File: config.mk
export PLATFORM = sky130hd
export DESIGN_NAME = range_cnt_top
export DESIGN_NICKNAME = d
export VERILOG_FILES = /design/src/rtl/range_cnt_pkg.sv /design/src/rtl/cnt_slice.sv /design/src/rtl/cnt_mod_ctrl.sv /design/src/rtl/range_cnt_top.sv
export SDC_FILE = /design/constraint.sdc
export NUM_CORES = 1
export LEC_CHECK = 0
export BUFFER_PORTS_ARGS = -buffer_cell sky130_fd_sc_hd__buf_2
export CAP_MARGIN = 20
export CORE_UTILIZATION = 40
export CTS_CLUSTER_SIZE = 30
export DETAILED_ROUTE_END_ITERATION = 7
export PLACE_DENSITY = 0.61
export SETUP_SLACK_MARGIN = 0.1
export SYNTH_ARGS = -nofsm -noshare
export SYNTH_HDL_FRONTEND = slang
export SYNTH_SLANG_ARGS = --single-unit
File: constraint.sdc
create_clock -name clk -period 1.85 [get_ports clk]
set_clock_uncertainty 0.15 [all_clocks]
set_input_delay 0.0925 -clock clk [delete_from_list [all_inputs] [get_ports clk]]
set_output_delay 0.0925 -clock clk [all_outputs]
set_load 0.02 [all_outputs]
File: src/rtl/range_cnt_pkg.sv
package range_cnt_pkg;
   typedef enum logic [1:0] {
      CM_BIN     = 2'b00,
      CM_DEC     = 2'b01,
      CM_OFS     = 2'b10,
      CM_BIN_ALT = 2'b11
   } cnt_mode_e;
endpackage

File: src/rtl/cnt_slice.sv
module cnt_slice #(
   parameter int W = 4
) (
   input  logic         clk,
   input  logic         clr,
   input  logic         ld,
   input  logic         en,
   input  logic [W-1:0] d,
   output logic [W-1:0] q,
   output logic         full
);
   always_ff @(posedge clk) begin
      if (clr)     q <= '0;
      else if (ld) q <= d;
      else if (en) q <= q + 1'b1;
   end

   assign full = &q;
endmodule

File: src/rtl/cnt_mod_ctrl.sv
module cnt_mod_ctrl
   import range_cnt_pkg::*;
#(
   parameter int W         = 4,
   parameter int DEC_END   = 9,
   parameter int OFS_START = 6,
   parameter int OFS_END   = 14
) (
   input  logic         rst,
   input  logic         en,
   input  cnt_mode_e    mode,
   input  logic [W-1:0] low_q,
   input  logic         wide_full,
   output logic         low_clr,
   output logic         low_ld,
   output logic [W-1:0] low_d,
   output logic         hi_clr,
   output logic         tc
);
   localparam logic [W-1:0] DEC_END_V   = W'(DEC_END);
   localparam logic [W-1:0] OFS_START_V = W'(OFS_START);
   localparam logic [W-1:0] OFS_END_V   = W'(OFS_END);

   logic         is_dec, is_ofs, trunc;
   logic [W-1:0] end_val;
   logic         at_end;

   always_comb begin
      is_dec  = (mode == CM_DEC);
      is_ofs  = (mode == CM_OFS);
      trunc   = is_dec | is_ofs;
      end_val = is_dec ? DEC_END_V : OFS_END_V;
      at_end  = (low_q == end_val);
      low_clr = rst | (en & is_dec & at_end);
      low_ld  = en & is_ofs & at_end;
      low_d   = OFS_START_V;
      hi_clr  = rst | (en & trunc);
      tc      = en & (trunc ? at_end : wide_full);
   end
endmodule

File: src/rtl/range_cnt_top.sv
module range_cnt_top
   import range_cnt_pkg::*;
#(
   parameter int SLICE_W   = 4,
   parameter int NSLICE    = 2,
   parameter int DEC_END   = 9,
   parameter int OFS_START = 6,
   parameter int OFS_END   = 14
) (
   input  logic                      clk,
   input  logic                      rst,
   input  logic                      en,
   input  logic [1:0]                mode,
   output logic [SLICE_W*NSLICE-1:0] count,
   output logic                      tc
);
   localparam int CNT_W = SLICE_W * NSLICE;
   localparam int S_MAX = (1 << SLICE_W) - 1;

   if (SLICE_W < 2) begin : g_bad_w
      $error("SLICE_W must be at least 2");
   end
   if (NSLICE < 1) begin : g_bad_n
      $error("NSLICE must be at least 1");
   end
   if (DEC_END < 1 || DEC_END > S_MAX) begin : g_bad_dec
      $error("DEC_END outside slice range");
   end
   if (OFS_START >= OFS_END || OFS_END > S_MAX) begin : g_bad_ofs
      $error("offset window invalid");
   end

   cnt_mode_e          mode_e;
   logic [NSLICE:0]    en_chain;
   logic [NSLICE-1:0]  full;
   logic               low_clr, low_ld, hi_clr;
   logic [SLICE_W-1:0] low_d;

   assign mode_e      = cnt_mode_e'(mode);
   assign en_chain[0] = en;

   cnt_mod_ctrl #(
      .W(SLICE_W), .DEC_END(DEC_END),
      .OFS_START(OFS_START), .OFS_END(OFS_END)
   ) u_ctrl (
      .rst      (rst),
      .en       (en),
      .mode     (mode_e),
      .low_q    (count[SLICE_W-1:0]),
      .wide_full(&full),
      .low_clr  (low_clr),
      .low_ld   (low_ld),
      .low_d    (low_d),
      .hi_clr   (hi_clr),
      .tc       (tc)
   );

   for (genvar i = 0; i < NSLICE; i++) begin : g_slice
      logic               s_clr, s_ld;
      logic [SLICE_W-1:0] s_d;
      if (i == 0) begin : g_low
         assign s_clr = low_clr;
         assign s_ld  = low_ld;
         assign s_d   = low_d;
      end else begin : g_high
         assign s_clr = hi_clr;
         assign s_ld  = 1'b0;
         assign s_d   = '0;
      end
      cnt_slice #(.W(SLICE_W)) u_slice (
         .clk (clk),
         .clr (s_clr),
         .ld  (s_ld),
         .en  (en_chain[i]),
         .d   (s_d),
         .q   (count[i*SLICE_W +: SLICE_W]),
         .full(full[i])
      );
      assign en_chain[i+1] = en_chain[i] & full[i];
   end
endmodule

# ---- Word-level counts from Yosys, hierarchy flattened
# Index checks and enable logic that the tools add are counted.
dict set report totals {
  ff_bits 8
}
dict set report op_classes {
  addsub 2
  n_eq_ne 3
  mux 4
  bitwise 10
  n_reduce_logical 4
}
# operator n
set ops {}
lappend ops {{two-way mux 3 bit} 3}
lappend ops {{adder 4 x 1 -> 4 bit, second input constant} 2}
lappend ops {{AND reduction 8 bit} 1}
lappend ops {{bitwise AND 1 bit} 7}
lappend ops {{== test 4 bit} 1}
lappend ops {{AND reduction 4 bit} 1}
lappend ops {{bitwise OR 1 bit} 3}
lappend ops {{== test 2 x 1 -> 1 bit, second input constant} 1}
lappend ops {{== test 2 bit, second input constant} 1}
lappend ops {{nonzero test 2 bit} 1}
lappend ops {{OR reduction 2 bit} 1}
lappend ops {{two-way mux 1 bit} 1}

# ---- Depth between registers and ports, before layout
# Gate-level depths: netlist of the first run.
dict set report logic_depth {
  word_depth 6
  mapped_depth 5
}

# ---- Modules after synthesis
# A second synthesis of the first run with hierarchy kept.
dict set report hier_totals {
  cells_unflattened 69
  hier_area_um2 581.8
}
# mod n_inst cells_each area_each_um2 seq_area_each_um2
set modules_own_cells {}
lappend modules_own_cells {cnt_slice 2 23 211.5 80.1}
lappend modules_own_cells {cnt_mod_ctrl 1 20 142.6 0.0}
lappend modules_own_cells {range_cnt_top 1 3 16.3 0.0}

# ---- Least setup slack after synthesis of the first run
# Ideal clock, no wire load.
dict set report synth_timing {
  path_type {reg-to-reg}
  startpoint {register g_slice[0].u_slice.q[1]}
  endpoint {register g_slice[1].u_slice.q[3]}
  t_arrival_ns 1.381
  required_time_ns 1.630
  path_slack_ns 0.249
  stages_incl_launch_ff 5
  period_less_slack_ns 1.601
  path_cell_list {dfxtp_1 ha_1 nand4_4 or3_1 a21oi_1}
}
dict set report synth_between {
  elab_chain_cells 2
}
# item line
set synth_rtl {}
lappend synth_rtl {{start, declared} cnt_slice.sv:9} ;# output logic [W-1:0] q,
lappend synth_rtl {{start signal, assigned} cnt_slice.sv:15} ;# else if (en) q <= q + 1'b1;
lappend synth_rtl {{AND reduction 4 bit} cnt_slice.sv:18} ;# assign full = &q;
lappend synth_rtl {{bitwise AND 1 bit} range_cnt_top.sv:79} ;# assign en_chain[i+1] = en_chain[i] & full[i];
lappend synth_rtl {{end signal, assigned} cnt_slice.sv:15}
lappend synth_rtl {{end, declared} cnt_slice.sv:9}
# No other way between the ends.
# A chain may end at the register's enable or synchronous reset.

# ---- Worst setup path after layout of the first run
dict set report layout_timing {
  startpoint {register g_slice[0].u_slice.q[0]}
  endpoint {output port tc}
}
dict set report layout_between {
  elab_chain_cells 3
  elab_cells_between_ends 4
  classes_between {1 x eq/ne; 1 x mux; 1 x bitwise; 1 x reduce/logical}
}
# item line
set layout_rtl {}
lappend layout_rtl {{AND reduction 8 bit / == test 4 bit (equally long branches)} {range_cnt_top.sv:50, cnt_mod_ctrl.sv:33}}
lappend layout_rtl {{two-way mux 1 bit *} cnt_mod_ctrl.sv:38} ;# tc = en & (trunc ? at_end : wide_full);
lappend layout_rtl {{bitwise AND 1 bit *} cnt_mod_ctrl.sv:38}
lappend layout_rtl {{end, declared} range_cnt_top.sv:15} ;# output logic tc
# Every way passes the cells marked *; elsewhere a longest branch is shown, timed or not.

==> results of run 1 <==
cell usage in the layout, fill, tap and decap left out, types with 2 or more instances in the layout:
cell type | Yosys | layout
a21boi_0 | 2 | 2
a21oi_1 | 3 | 3
buf_2 | 0 | 13
clkbuf_4 | 0 | 3
dfxtp_1 | 8 | 5
dfxtp_4 | 0 | 2
ha_1 | 5 | 4
inv_1 | 3 | 3
mux2i_1 | 2 | 2
nand2_1 | 2 | 2
nor2_1 | 2 | 2
nor2b_1 | 2 | 2
o21ai_0 | 2 | 2
or3_1 | 2 | 2
xor2_1 | 4 | 3
cells by family (layout without fill, tap and decap cells):
group,Yosys count,after routing,share of synthesized area
compound gates,14,14,0.2019
xor+xnor,4,4,0.06650
fa+ha+maj,5,5,0.1188
buf+inv,4,21,0.03563
flops,8,8,0.3040
mux,2,2,0.03801
simple gates,18,18,0.2352
synth_stat cells (all sizes together):
cell type	n
a211oi	1
a21boi	2
a21oi	3
a41oi	1
and2	1
and3b	1
and4b	1
buf	1
dfxtp	8
ha	5
inv	3
mux2i	2
nand2	2
nand2b	1
nand3	1
nand4	2
nor2	2
nor2b	2
nor3	1
nor3b	1
o2111ai	1
o211a	1
o21a	1
o21ai	2
o21ba	1
o22a	1
or2	1
or3	2
xor2	4
critical path: cells and delay by family, from the launching register on:
kind	cells	cell delay, ps
buffers and inverters	1	150
AND/OR/NAND/NOR	1	220
AO/OA/AOI/OAI	2	440
flip-flops	1	370
per-stage QoR:
step | power [mW] | worst slack, ps | cell area (µm²)
2_1_floorplan | 0.2218 | 249.5 | 526.8
3_3_place_gp | 0.2389 | 294.7 | 609.3
3_5_place_dp | 0.2390 | 301.3 | 609.3
4_1_cts | 0.3795 | 119.3 | 651.9
5_1_grt | 0.3987 | 86.09 | 680.7
6_report | 0.3760 | 164.4 | 680.7
routing by layer:
layer,global-route usage,up-vias
met5,0,-
met4,0.05357,0
met3,0.1047,0
met2,0.2246,10
met1,0.2420,204
li1,-,240
area by class of cell:
class / instances / area [µm²]
Multi-Input combinational cell: 43 / 377.9
Tap cell: 14 / 17.52
Timing Repair Buffer: 15 / 82.58
Fill cell: 115 / 490.5
Sequential cell: 8 / 168.9
Inverter: 3 / 11.26
Clock buffer: 3 / 22.52
timing repair:
item                                    in CTS  in global routing
setup buffers                                0                  0
hold buffers                                 1                  0
endpoints found under the hold margin        2                  0
gates resized for setup                      4                  6
gates cloned                                 0                  0
endpoints found under the setup margin       1                  1
pin swaps                                    0                  1
how the worst max path moves through the flow:
stage	start	slack, ps	to
after global placement	mode[1]	290	tc
after CTS	g_slice[0].u_slice.q[0]	120	tc
final	g_slice[0].u_slice.q[0]	160	tc
after global routing	g_slice[0].u_slice.q[0]	90	tc
after detailed placement	g_slice[0].u_slice.q[0]	300	tc
after floorplan	g_slice[0].u_slice.q[1]	250	g_slice[1].u_slice.q[3]
report_power, final:
group	leakage, nW	internal (mW)	switching [mW]
registers	0.0666	0.176	0.00737
clock network	0.0138	0.0743	0.0602
logic	0.248	0.0269	0.0315
==> metrics.cfg, run 1 <==
[run]
maxCapViolCount = 0

[worst_setup_path]
critical_path_class = reg2out
required_ps = 1610
reg2reg_to = g_slice[1].u_slice.q[3]
regToRegStartpoint = g_slice[0].u_slice.q[0]
cp.arrival_ps = 1440
number_of_cells_on_the_worst_reg_to_reg_path = 4
r2r_setup_slack_ps = 430
slowest_stage = dfxtp_4
end_kind = output pin
worstPathCellList = and3b_2 -> o211a_1 -> o22a_1 -> buf_2
worst_path_largest_cell_delay_ps = 370
worst_setup_path_start_kind = flop
crit_path_max_fanout = 7

[hold_path]
worst_hold_path_type = in2reg
hold_path_startpoint = en
holdPathEnd = g_slice[0].u_slice.q[1]
whs_path_depth = 3

[floorplanning]
fp.coreArea_um2 = 1171
start_util = 0.4498
fp.dieW_um = 38.29
fp-row-count = 12
die_outline_height_um = 38.29
num_io_pins = 14
dieArea_um2 = 1466

[detailed_routing]
via_per_inst = 5.279
wl_met3_um = 65
highest_layer = met3
drt-met1-wl_um = 501
drt_drc_violations_left = 0
detail_route.first_pass.iterations = 4
drt_wl_total_um = 997
num_vias = 454
routed-wl-met2_um = 430
drt_iter0_drc = 5
routed_wire_length_per_instance_um = 11.59
ant_nets = 0

[synth]
synth-seq-cells = 8
fraction_of_post_synthesis_cell_area_in_the_top_cell_type_by_area = 0.3040
synth_fp_nets = 65
post_synth_inst_count = 55
ys_seq_area_frac = 0.3040
post-synth-top-area-cell = dfxtp_1
synth_area_um2 = 526.8
yosys.cell_types.count = 30
synthesis.area_per_instance_um2 = 9.577
synth-warning-count = 0
synthTopCellsByArea = dfxtp_1 30%, ha_1 12%, xor2_1 6.7%

[run_status]
outcome = complete, no violations

[clocking]
cts_made_buffers = 3
clock_path_buffers = 2
clk_latency_ps = 260
numClockSinks = 8
cts_tree = done
cts_root_buffer = clkbuf_4
cts-htree-levels = 1
clkSlewWorstSetupHoldPaths_ps = 60

[sta]
finalSetupViolCount = 0
relSlewSlack = 0.8266
layout_worst_path_cycle_share = 0.9112
unrepaired_setup_endpoints_after_global_routing = no
finalWorstPathRequiredPeriod_ps = 1686
report.final.slew_viol_count = 0
hold-worst-slack_ps = 114.6
timing_hold_violations_final = 0
clock.fmax_mhz = 593.2
fin_tns_setup_ps = 0
timing_worst_slew_pin_value_ps = 259.7

[layout]
largest_register_ffs = 8
layout-area-overhead-vs-synth_pct = 29.22
finalNonFillerCells = 86
largestRegisters = g_slice.u_slice.q x8
post_route_cells_drive_above_1_share = 0.4028
final_net_count = 84
final_core_utilization = 0.5812
antenna_cells = 0
top_register = g_slice.u_slice.q

[power]
power_density_nw_per_um2 = 552.4
vdd_ir_drop_max_mv = 0.3248
leakagePower_nw = 0.3286

[global_routing]
first_global_vias = 388
overflow = 0
grt_pass1_wl_um = 1711
maximum_number_of_pins_on_one_net_before_global_route_repair = 10
grt_antenna_before_repair = 0
total_track_usage = 0.1766

[placed_design]
finalWeightedCongestion = 0.6912
post-place-cells = 82
port-buffer-count = 13
hpwlAfterDp_um = 786.5

Note: power is estimated with default switching activity, not from simulation.
==> run 2: changes to the inputs <==
ABC_AREA = 1   (was not set)
CORE_AREA = 2 2 39 41   (was not set)
CORE_UTILIZATION = not set   (was 40)
DIE_AREA = 0 0 41 43   (was not set)
PLACE_DENSITY = not set   (was 0.61)
==> run 2 against run 1 <==
Against the previous run:
- clock-buffer cell count stayed put
- synthesized cell count is 27% higher
- clock power hardly changed
- combinational power is 12% higher
- maximum frequency is 0.74% higher
- largest power group unchanged
==> metrics.cfg, run 2 <==
[global_routing]
grt_pass1_wl_um = 1573  ; -8.1%
total_track_usage = 0.1327  ; -0.04395
maximum_number_of_pins_on_one_net_before_global_route_repair = 9  ; -1
first_global_vias = 385  ; -0.77%
overflow = 0  ; unchanged
grt_antenna_before_repair = 0  ; unchanged

[sta]
fin_tns_setup_ps = 0  ; unchanged
unrepaired_setup_endpoints_after_global_routing = no
clock.fmax_mhz = 597.6  ; +0.74%
relSlewSlack = 0.8681  ; +0.04151
finalWorstPathRequiredPeriod_ps = 1673  ; -12.33 ps
timing_worst_slew_pin_value_ps = 197.2  ; -62.50 ps
finalSetupViolCount = 0  ; unchanged
report.final.slew_viol_count = 0  ; unchanged
layout_worst_path_cycle_share = 0.9045  ; -0.006664
timing_hold_violations_final = 0  ; unchanged

[worst_setup_path]
crit_path_max_fanout = 6  ; -1
worst_path_largest_cell_delay_ps = 370  ; about the same
worst_setup_path_start_kind = flop
critical_path_class = reg2out
critPathBufInv = 1  ; unchanged
path_delay_family = flip-flops
cp.arrival_ps = 1430  ; about the same
end_kind = output pin
required_ps = 1610  ; about the same
slowest_stage = dfxtp_4
r2r_setup_slack_ps = 440  ; about the same
worstPathCellList = ha_2 -> nand3_1 -> nor2_2 -> nand4_1 -> a21oi_1 -> buf_4

[layout]
layout-area-overhead-vs-synth_pct = 25.43
final_net_count = 99  ; +18%
antenna_cells = 0  ; unchanged
top_register = g_slice.u_slice.q
commonest_non_fill_non_tap_cell_in_the_layout = nand2_1
largest_register_ffs = 8  ; unchanged
largestRegisters = g_slice.u_slice.q x8
post_route_cell_area_um2 = 641.9  ; -5.7%
post_route_cells_drive_above_1_share = 0.3333  ; -0.06944
most-common-layout-cells = 14 x nand2_1, 12 x buf_2, 7 x inv_1, 7 x a21oi_1, 5 x dfxtp_1

[detailed_routing]
ant_nets = 0  ; unchanged
drt_wl_total_um = 985  ; -1.2%
drt_iter0_drc = 14  ; +9
drt_drc_violations_left = 0  ; unchanged
routed_wire_length_per_instance_um = 9.563  ; -18%
num_vias = 480  ; +5.7%
detail_route.first_pass.iterations = 4  ; unchanged
via_per_inst = 4.660  ; -12%

[synth]
yosys.cell_types.count = 18  ; -40%
synth_fp_nets = 80  ; +23%
synthTopCellsByArea = dfxtp_1 31%, ha_1 12%, nand2_1 10%
synth-main-ff-cell = dfxtp_1
synth_area_um2 = 511.7  ; -2.9%
post-synth-top-area-cell = dfxtp_1
synth.cells.most_frequent = 14 x nand2_1, 8 x dfxtp_1, 7 x a21oi_1, 7 x inv_1
postSynth.asyncResetShare = 0  ; unchanged
synth-warning-count = 0  ; unchanged
fraction_of_post_synthesis_cell_area_in_the_top_cell_type_by_area = 0.3130  ; +0.008920
synth_enable_flop_cells = 0  ; unchanged
post_synth_inst_count = 70  ; +27%
yosys.cell_count.top_type = nand2_1
ys_seq_area_frac = 0.3130  ; +0.008920
synthesis.area_per_instance_um2 = 7.311  ; -24%
synth-seq-cells = 8  ; unchanged

[clocking]
cts_root_buffer = clkbuf_4
clock_path_buffers = 2  ; unchanged
numClockSinks = 8  ; unchanged
clkSlewWorstSetupHoldPaths_ps = 50  ; about the same
cts_tree = done
clk_latency_ps = 260  ; about the same
cts_made_buffers = 3  ; unchanged
cts-htree-levels = 1  ; unchanged

[power]
switching_power_share_of_the_total = 0.2794  ; +0.01580
leakagePower_nw = 0.3186  ; -3.1%
power_frac_seq = 0.477  ; -0.010
power_report.internal_total_mw = 0.2789  ; +0.73%
clkPwrFrac = 0.355  ; -0.003
power_density_nw_per_um2 = 603.0  ; +9.2%
comb_power_share = 0.169  ; +0.014
vdd_ir_drop_max_mv = 0.3011  ; -7.3%
switching_power_mw = 0.1081  ; +9.1%

[floorplanning]
fp.coreArea_um2 = 1384  ; +18%
fp.dieW_um = 41  ; +7.1%
dieArea_um2 = 1763  ; +20%
fp-row-count = 14  ; +2
num_io_pins = 14  ; unchanged
start_util = 0.3698  ; -0.07998
die_outline_height_um = 43  ; +12%

[run]
maxCapViolCount = 0  ; unchanged

[placed_design]
finalWeightedCongestion = 0.7652  ; +11%
hpwlAfterDp_um = 786  ; about the same
placedInstanceArea_um2 = 585.6  ; -3.9%
port-buffer-count = 13  ; unchanged

[run_status]
outcome = complete, no violations

[hold_path]
worst_hold_path_type = in2reg

run 2: routing by layer:
layer	GRT usage	routed length, µm
met2	0.1656	401
met3	0.04712	57
met5	0	0
met4	0.08000	31
met1	0.1871	494
run 2: kinds of logic (layout without fill, tap and decap cells):
family                     after synthesis  count (layout)  share of synthesized area
xor gates and xnor gates                 4               4                    0.06847
AOI/OAI and AO/OA                       10              10                    0.09778
adders and majority gates                5               5                     0.1222
muxes                                    1               1                    0.01956
DFF                                      8               8                     0.3130
buffers and inverters                   11              28                    0.09536
and+or+nand+nor                         31              31                     0.2836
run 2: final cells by class:
| cell class | instances | area (µm²) |
|---|---|---|
| Sequential cell | 8 | 168.9 |
| Multi-Input combinational cell | 51 | 307.8 |
| Tap cell | 16 | 20.02 |
| Timing Repair Buffer | 15 | 85.08 |
| Clock buffer | 3 | 22.52 |
| Fill cell | 149 | 742.0 |
| Inverter | 10 | 37.54 |
run 2: worst paths after layout:
kind         cells past startpoint                       to                    start
min                              3  g_slice[0].u_slice.q[0]                       en
min reg2reg                      2  g_slice[1].u_slice.q[2]  g_slice[1].u_slice.q[2]
max                              6                       tc  g_slice[0].u_slice.q[0]
max reg2reg                      7  g_slice[1].u_slice.q[2]  g_slice[0].u_slice.q[0]
run 2: what timing repair did:
action | 4_1_cts | 5_1_grt
endpoints found under the setup margin | 1 | 1
pin swaps | 0 | 1
gates resized for setup | 3 | 5
hold endpoints to repair | 2 | 0
buffers inserted | 0 | 1
hold buffers | 1 | 0
run 2: stage by stage:
stage | instances | power, mW | worst slack (ps) | hold slack, ps | utilization
floorplan | 70 | 0.2337 | 166.3 | 136.3 | -
global placement | 98 | 0.2490 | 341.9 | 265.4 | 0.4231
CTS | 102 | 0.3922 | 115.9 | 80.62 | 0.4503
finish | 103 | 0.3871 | 176.7 | 83.82 | 0.4638
global route | 103 | 0.4155 | 103.0 | 123.7 | 0.4638
detailed placement | 98 | 0.2500 | 294.6 | 263.3 | 0.4231
run 2: power groups by stage:
stage | Sequential (mW) | Clock [mW] | Combinational, mW
6_report | 0.184 | 0.137 | 0.0654
5_1_grt | 0.186 | 0.155 | 0.0744
4_1_cts | 0.185 | 0.143 | 0.0647
3_5_place_dp | 0.188 | 0 | 0.0623
3_3_place_gp | 0.187 | 0 | 0.0617
2_1_floorplan | 0.193 | 0 | 0.0408
run 2: tightest hold or removal path, delay by kind of cell:
kind                      cells  cell delay [ps]
buffers and inverters         1              180
xor gates and xnor gates      1              140
and+or+nand+nor               1               50
==> run 3: changes to the inputs <==
REMOVE_ABC_BUFFERS = 1   (was not set)
==> run 3 against run 2 <==
Against the previous run:
- setup slack got worse by 22 ps
- wire length rose by 1.0%
- sequential share of layout area fell by 0.69 points
- global-route usage fell by 0.28 points
- register-to-register slack improved by 90 ps
- first-iteration DRC count fell by 43%
- maximum frequency fell by 1.3%
- hold slack improved by 9.2 ps
- clock power fell by 4%
- critical path type unchanged
- largest cell class unchanged
==> metrics.cfg, run 3 (synthesis results as in run 2) <==
[run_status]
outcome = complete, no violations

[power]
vdd_ir_drop_max_mv = 0.3122  ; +3.7%
leakagePower_nw = 0.3190  ; +0.14%
p_total_mw = 0.3836  ; -0.89%
power_density_nw_per_um2 = 590.8  ; -2.0%

[layout]
final.fill_count = 145  ; -2.7%
final_core_utilization = 0.4693  ; +0.005425
final_net_count = 99  ; unchanged
layout-area-overhead-vs-synth_pct = 26.89
most-common-layout-cells = 14 x nand2_1, 12 x buf_2, 7 x inv_1, 7 x a21oi_1, 5 x dfxtp_1
antenna_cells = 0  ; unchanged
top_register = g_slice.u_slice.q
largestRegisters = g_slice.u_slice.q x8
post_route_cells_drive_above_1_share = 0.3333  ; unchanged
largest_register_ffs = 8  ; unchanged
post_route_cell_area_um2 = 649.4  ; +1.2%
commonest_non_fill_non_tap_cell_in_the_layout = nand2_1

[worst_setup_path]
r2r_setup_slack_ps = 530  ; +90 ps
critical_path_class = reg2out
worst_path_largest_cell_delay_ps = 380  ; about the same
path_delay_family = flip-flops
regToRegStartpoint = g_slice[0].u_slice.q[1]
critPathBufInv = 1  ; unchanged
required_ps = 1610  ; about the same
cp.arrival_ps = 1450  ; +20 ps
reg2reg_to = g_slice[1].u_slice.q[2]
worstPathCellList = ha_4 -> nand3_1 -> nor2_2 -> nand4_1 -> a21oi_1 -> buf_4
end_kind = output pin
worst_setup_path_start_kind = flop
crit_path_max_fanout = 6  ; unchanged
slowest_stage = dfxtp_2
number_of_cells_on_the_worst_reg_to_reg_path = 6  ; -1

[global_routing]
maximum_number_of_pins_on_one_net_before_global_route_repair = 9  ; unchanged
grt_antenna_before_repair = 0  ; unchanged
first_global_vias = 405  ; +5.2%
overflow = 0  ; unchanged
total_track_usage = 0.1299  ; -0.002754
grt_pass1_wl_um = 1587  ; +0.89%

[detailed_routing]
num_vias = 485  ; +1.0%
via_per_inst = 4.709  ; +1.0%
ant_nets = 0  ; unchanged
detail_route.first_pass.iterations = 4  ; unchanged
drt_wl_total_um = 995  ; +1.0%
routed_wire_length_per_instance_um = 9.660  ; +1.0%
drt_drc_violations_left = 0  ; unchanged
drt_iter0_drc = 8  ; -6

[floorplanning]
fp.dieW_um = 41  ; unchanged
fp.coreArea_um2 = 1384  ; unchanged
fp-row-count = 14  ; unchanged
die_outline_height_um = 43  ; unchanged
num_io_pins = 14  ; unchanged
dieArea_um2 = 1763  ; unchanged
start_util = 0.3698  ; unchanged

[sta]
layout_worst_path_cycle_share = 0.9164  ; +0.01187
unrepaired_setup_endpoints_after_global_routing = no
fin_tns_setup_ps = 0  ; unchanged
clock.fmax_mhz = 589.9  ; -1.3%
finalSetupViolCount = 0  ; unchanged
timing_worst_slew_pin_value_ps = 202.9  ; +5.678 ps
finalWorstPathRequiredPeriod_ps = 1695  ; +21.97 ps
report.final.slew_viol_count = 0  ; unchanged
relSlewSlack = 0.8633  ; -0.004822
timing_hold_violations_final = 0  ; unchanged

[placed_design]
hpwlAfterDp_um = 761.2  ; -3.2%
port-buffer-count = 13  ; unchanged
placedInstanceArea_um2 = 585.6  ; unchanged
finalWeightedCongestion = 0.8092  ; +5.8%

[clocking]
clk_latency_ps = 250  ; about the same
clkSlewWorstSetupHoldPaths_ps = 50  ; about the same
clock_path_buffers = 2  ; unchanged
cts_root_buffer = clkbuf_4
cts_made_buffers = 3  ; unchanged
cts-htree-levels = 1  ; unchanged
numClockSinks = 8  ; unchanged
cts_tree = done

[hold_path]
holdPathEnd = g_slice[0].u_slice.q[0]
hold_path_startpoint = en
worst_hold_path_type = in2reg
whs_path_depth = 3  ; unchanged

[run]
maxCapViolCount = 0  ; unchanged

[run 3: metrics by stage]
stage	hold WS [ps]	worst slack [ps]	cells
6_report	93.02	154.7	103
5_1_grt	130.8	92.17	103
4_1_cts	100.0	135.7	102
3_5_place_dp	258.9	305.9	98
3_3_place_gp	253.4	342.0	98
2_1_floorplan	105.4	166.3	69
[run 3: per-layer routing]
metal | up-vias | share of wire | global-route usage
met3 | 4 | 0.030 | 0.03141
met5 | - | 0 | 0
li1 | 261 | - | -
met4 | 0 | 0.024 | 0.08000
met2 | 9 | 0.45 | 0.1750
met1 | 211 | 0.49 | 0.1786
[run 3: where the power goes]
| group | total (mW) | switching [mW] | internal [mW] | leakage, nW |
|---|---|---|---|---|
| combinational | 0.0658 | 0.0382 | 0.0276 | 0.239 |
| sequential | 0.187 | 0.00903 | 0.178 | 0.0663 |
| clock | 0.131 | 0.0566 | 0.0740 | 0.0138 |
[run 3: final cells by class]
cell class / instances / area [µm²] / area share
clock buffer: 3 / 22.52 / 0.03468
sequential: 8 / 166.4 / 0.2563
timing repair buffer: 15 / 85.08 / 0.1310
multi-input combinational: 51 / 317.8 / 0.4894
inverter: 10 / 37.54 / 0.05780
tap: 16 / 20.02 / 0.03083
[run 3: what timing repair did]
item,CTS,global route
resized for setup,4,4
hold endpoints to repair,2,0
pin swaps,0,1
setup endpoints to repair,1,1
hold buffers,1,0
setup buffers,0,1
[run 3: worst max path at each step]
stage,slack [ps],endpoint,cells after the start,startpoint
2_1_floorplan,170,tc,5,g_slice[0].u_slice.q[0]
3_3_place_gp,340,tc,6,g_slice[0].u_slice.q[0]
3_5_place_dp,310,tc,6,g_slice[0].u_slice.q[0]
4_1_cts,140,tc,6,g_slice[0].u_slice.q[0]
5_1_grt,90,tc,6,g_slice[0].u_slice.q[1]
6_report,150,tc,6,g_slice[0].u_slice.q[1]
[run 3: worst reg2reg max path, cell delays in order (launching register included)]
cell,delay [ps]
dfxtp_2,380
ha_4,150
nand3_1,80
nor2_2,160
nand2_1,80
o21ai_0,160
a21oi_1,60
